## config.mk

```make
export PLATFORM = sky130hd
export DESIGN_NAME = od_gpio_port
export DESIGN_NICKNAME = d
export VERILOG_FILES = /design/src/rtl/od_gpio_pkg.sv /design/src/rtl/od_sync.sv /design/src/rtl/od_regs.sv /design/src/rtl/od_pin_slice.sv /design/src/rtl/od_gpio_port.sv
export SDC_FILE = /design/constraint.sdc
export NUM_CORES = 1
export LEC_CHECK = 0
export CORE_MARGIN = 3
export CORE_UTILIZATION = 38
export DETAILED_ROUTE_END_ITERATION = 16
export DONT_BUFFER_PORTS = 1
export HOLD_SLACK_MARGIN = 0.05
export PLACE_DENSITY = 0.53
export SLEW_MARGIN = 20
export SYNTH_ARGS = -nofsm -noshare
export SYNTH_HDL_FRONTEND = slang
export SYNTH_SLANG_ARGS = --single-unit
```

## constraint.sdc

```tcl
create_clock -name clk -period 3.35 [get_ports clk]
set_clock_uncertainty 0.15 [all_clocks]
set_input_delay 0.1675 -clock clk [delete_from_list [all_inputs] [get_ports clk]]
set_output_delay 0.1675 -clock clk [all_outputs]
set_load 0.01 [all_outputs]
```

## src/rtl/od_gpio_pkg.sv

```systemverilog
package od_gpio_pkg;
  typedef enum logic {SEL_DATA = 1'b0, SEL_ANA = 1'b1} reg_sel_e;

  function automatic logic standby_active(input logic stop_m, input logic tbt_m,
                                          input logic spl, input logic hw_sb);
    return stop_m | (tbt_m & spl) | hw_sb;
  endfunction
endpackage

```

## src/rtl/od_sync.sv

```systemverilog
module od_sync #(
  parameter int WIDTH  = 8,
  parameter int STAGES = 2
) (
  input  logic             clk,
  input  logic             rst,
  input  logic [WIDTH-1:0] d,
  output logic [WIDTH-1:0] q
);
  logic [WIDTH-1:0] stage_q [STAGES];

  always_ff @(posedge clk) begin
    if (rst) begin
      for (int s = 0; s < STAGES; s++) stage_q[s] <= '1;
    end else begin
      stage_q[0] <= d;
      for (int s = 1; s < STAGES; s++) stage_q[s] <= stage_q[s-1];
    end
  end

  assign q = stage_q[STAGES-1];
endmodule

```

## src/rtl/od_regs.sv

```systemverilog
module od_regs
  import od_gpio_pkg::*;
#(
  parameter int WIDTH      = 8,
  parameter bit HAS_ANALOG = 1'b1
) (
  input  logic             clk,
  input  logic             rst,
  input  logic             wr,
  input  reg_sel_e         sel,
  input  logic [WIDTH-1:0] wdata,
  output logic [WIDTH-1:0] latch_q,
  output logic [WIDTH-1:0] ana_q
);
  always_ff @(posedge clk) begin
    if (rst) latch_q <= '1;
    else if (wr && sel == SEL_DATA) latch_q <= wdata;
  end

  generate
    if (HAS_ANALOG) begin : g_ana
      logic [WIDTH-1:0] ana_r;
      always_ff @(posedge clk) begin
        if (rst) ana_r <= '0;
        else if (wr && sel == SEL_ANA) ana_r <= wdata;
      end
      assign ana_q = ana_r;
    end else begin : g_no_ana
      assign ana_q = '0;
    end
  endgenerate
endmodule

```

## src/rtl/od_pin_slice.sv

```systemverilog
module od_pin_slice #(
  parameter int WIDTH = 8
) (
  input  logic             clk,
  input  logic             rst,
  input  logic             standby,
  input  logic [WIDTH-1:0] latch_q,
  input  logic [WIDTH-1:0] ana_q,
  input  logic [WIDTH-1:0] periph_sel,
  input  logic [WIDTH-1:0] periph_out,
  input  logic [WIDTH-1:0] pin_sync,
  output logic [WIDTH-1:0] din,
  output logic [WIDTH-1:0] pd_en,
  output logic [WIDTH-1:0] periph_in
);
  for (genvar i = 0; i < WIDTH; i++) begin : g_bit
    logic drive_val;
    logic in_open;

    assign drive_val = periph_sel[i] ? periph_out[i] : latch_q[i];
    assign in_open   = ~standby & ~ana_q[i];
    assign din[i]    = in_open & pin_sync[i];

    always_ff @(posedge clk) begin
      if (rst) begin
        pd_en[i]     <= 1'b0;
        periph_in[i] <= 1'b1;
      end else begin
        pd_en[i]     <= ~standby & ~drive_val;
        periph_in[i] <= in_open ? pin_sync[i] : 1'b1;
      end
    end
  end
endmodule

```

## src/rtl/od_gpio_port.sv

```systemverilog
module od_gpio_port
  import od_gpio_pkg::*;
#(
  parameter int WIDTH       = 8,
  parameter int SYNC_STAGES = 2,
  parameter bit HAS_ANALOG  = 1'b1
) (
  input  logic             clk,
  input  logic             rst,
  input  logic             bus_wr,
  input  logic             bus_rd,
  input  logic             bus_sel,
  input  logic             bus_rmw,
  input  logic [WIDTH-1:0] bus_wdata,
  output logic [WIDTH-1:0] bus_rdata,
  input  logic [WIDTH-1:0] periph_sel,
  input  logic [WIDTH-1:0] periph_out,
  output logic [WIDTH-1:0] periph_in,
  input  logic             stop_mode,
  input  logic             tbt_mode,
  input  logic             spl_bit,
  input  logic             hw_standby,
  input  logic [WIDTH-1:0] pin_in,
  output logic [WIDTH-1:0] pin_pd_en,
  output logic [WIDTH-1:0] ana_route
);
  reg_sel_e         sel;
  logic             standby;
  logic [WIDTH-1:0] latch_q, ana_q, pin_sync, din;

  assign sel     = reg_sel_e'(bus_sel);
  assign standby = standby_active(stop_mode, tbt_mode, spl_bit, hw_standby);

  od_sync #(.WIDTH(WIDTH), .STAGES(SYNC_STAGES)) u_sync (
    .clk(clk), .rst(rst), .d(pin_in), .q(pin_sync)
  );

  od_regs #(.WIDTH(WIDTH), .HAS_ANALOG(HAS_ANALOG)) u_regs (
    .clk(clk), .rst(rst), .wr(bus_wr), .sel(sel), .wdata(bus_wdata),
    .latch_q(latch_q), .ana_q(ana_q)
  );

  od_pin_slice #(.WIDTH(WIDTH)) u_pins (
    .clk(clk), .rst(rst), .standby(standby), .latch_q(latch_q), .ana_q(ana_q),
    .periph_sel(periph_sel), .periph_out(periph_out), .pin_sync(pin_sync),
    .din(din), .pd_en(pin_pd_en), .periph_in(periph_in)
  );

  always_ff @(posedge clk) begin
    if (rst) bus_rdata <= '0;
    else if (bus_rd) begin
      if (sel == SEL_ANA) bus_rdata <= ana_q;
      else                bus_rdata <= bus_rmw ? latch_q : din;
    end
  end

  assign ana_route = ana_q;
endmodule

```

==> metrics <==
status=finished, final reports clean; Setup violations, final=0; met3 Use GR=about 7%; largest net degree at the start of global routing=between 40 and 50; Die W=around 78 µm; Pwr Total=about 1.2 mW; Slew Viols, Final=0; deepest clock path buffer count=2; Detail Route Antenna Nets=0; GP Congestion=about 0.83; number of global-route vias before repair=about 1.6k; R2R Setup Slk=roughly 1.6 ns; max_slew headroom=65.7%; CTS tree=done; startpoint types=input pin; GRT Util Overall=16.7%; filler instances=between 400 and 500; Worst-Margin Slew=approximately 0.51 ns; Crit path required time=approximately 3.5 ns; Leakage=0.972 nW; Fin. Hold Viols=0; Ys Warns=0; cell depth of the worst hold path=2; Clk pin slew, worst setup/hold paths=~0.1 ns; nets@finish=roughly 290; share of cells above drive strength 1=around 10%; ratio of final minimum period to clock period=between 80% and 90%; # Post-CTS Setup Buffers=0; RSZ-0062 raised after global routing=no; r2r endpoint=bus_rdata[0]; CP Max Fanout=9; Synth Area per Inst=10.3 µm²; antenna cell count=0; worst hold start=bus_sel; DR DRC count=0; Cells after Synth=just under 200; Max Cap Viol=0; area of the core=around 0.0049 mm²; Fin Setup TNS=0 ns; Sink Count=56; synthesis-to-layout area growth=33.9%; Final Core Density=54.5%; reg-to-reg startpoint=u_regs.ana_q[0]; GRT met2 Usage=around 28%; I/O pin count=74; Mapped Area=0.00199 mm²; CTS root buf=clkbuf_8; initial antenna violation count=0; Max H-tree Level=2; #FFs+latches synth=56; WS Path Type=in2reg; post-cts resize count=0; cell row count=25; Detailed Routing Iterations Pass 1=4; worst vdd ir=approximately 200 µV; DP Wirelength=between 3 and 4 mm; final WL=about 5 mm; via count=~1.6k; First DRT Iteration DRCs=slightly above 90; total CTS buffers=5; first-pass GRT wire length=8.05 mm; worst reg-to-reg path cell count=3; Initial Utilization=between 40% and 50%; Worst Hold End=bus_rdata[6]; Worst EP arrival=2.92 ns; die area=between 0.006 and 0.007 mm²; GR peak layer=met2; most frequent cells in the layout=56 x dfxtp_1, 53 x dlygate4sd3_1, 16 x nor2b_1, 16 x or2_2, 16 x nor2_1; grt ovf=0; Die Y=a little under 80 µm; minimum clock period=approximately 2.8 ns; Pwr Density=between 400 and 500 mW/mm²; Clock Latency Late Sink=~0.30 ns; f_max=354 MHz; DR WL/cell=between 15 and 20 µm; Vias/cell=roughly 5.3; hold crit path type=in2reg; Synth cell types=20; commonest non-fill, non-tap cell in the layout=dfxtp_1; register area share after synthesis=56.5%; Post-Syn Nets=~240; Buffers on Ports=0; M1 GR Usage=19.2%; crit path capture type=flop
-- flip-flops by register name, summed over array words and instances (netlist names) --
| signal | count |
|---|---|
| u_regs.latch_q | 8 |
| u_pins.pd_en | 8 |
| u_pins.periph_in | 8 |
| u_sync.stage_q | 16 |
| bus_rdata | 8 |
| u_regs.ana_q | 8 |
-- cell type report --
type | instances | area [µm²] | share of cell area (%)
flip-flops and latches | 56 | 1120 | 42.2
multi-input cells | 125 | 815 | 30.6
repair buffers | 54 | 551 | 20.7
well taps | 67 | 83.8 | 3.15
clock buffers | 7 | 76.3 | 2.87
clock inverters | 1 | 8.76 | 0.329
inverters | 1 | 3.75 | 0.141
-- synth_stat cells (all sizes together) --
cell     number  area (µm²)
a2111o        1        11.3
a2111oi       9         108
a211o         8        70.1
a211oi        8        60.1
a21oi         8        40.0
a221oi        8        70.1
and2b         1        7.51
buf           5        23.8
clkbuf        6        22.5
dfxtp        56        1120
inv           1        3.75
nand2        10        37.5
nand3         8        40.0
nand3b        8        60.1
nor2         16        60.1
nor2b        16         100
or2          16         100
or3           8        50.1
-- per-layer routing --
layer / up-vias / wire length [µm]
li1: 790 / -
met1: 771 / 2050
met2: 63 / 2390
met3: 12 / 466
met4: 0 / 102
met5: - / 0
-- critical path, cell delays in order --
cell	delay (ns)
dlygate4sd3_1	0.60
a2111oi_4	0.28
dlygate4sd3_1	0.77
nand3b_1	0.12
a2111oi_1	0.38
dlygate4sd3_1	0.60
-- worst max path at each step --
stage	startpoint	to	slack (ns)	depth (start not counted)
floorplan	tbt_mode	u_pins.periph_in[6]	1.97	3
global placement	tbt_mode	bus_rdata[6]	1.80	3
detailed placement	tbt_mode	bus_rdata[1]	1.67	3
CTS	bus_rmw	bus_rdata[0]	0.57	6
global route	bus_rmw	bus_rdata[0]	0.43	6
finish	bus_rmw	bus_rdata[0]	0.53	6
-- per-stage QoR --
step,area [µm²],instances,hold slack (ns),setup slack (ns)
after detailed placement,2020,249,0.0934,1.67
final,2660,311,0.0736,0.528
after floorplan,1990,193,0.113,1.97
after global placement,2020,249,0.0912,1.80
after CTS,2660,311,0.0699,0.572
after global routing,2660,311,0.0922,0.430
-- kinds of logic after synthesis --
family | count (synthesis) | synth area share, %
and+or+nand+nor | 83 | 22.9
AOI/OAI and AO/OA | 42 | 18.1
DFF | 56 | 56.5
buffers and inverters | 12 | 2.52
-- where the power goes --
part           internal, mW  total (mW)  switching, mW
sequential            0.696       0.726         0.0301
combinational        0.0733       0.120         0.0465
clock                 0.150       0.358          0.208
-- what timing repair did --
| item | in CTS | in global routing |
|---|---|---|
| hold buffers | 54 | 0 |
| endpoints found under the hold margin | 48 | 0 |
| setup endpoints to repair | 0 | 0 |
Note: power is estimated with default switching activity, not from simulation.
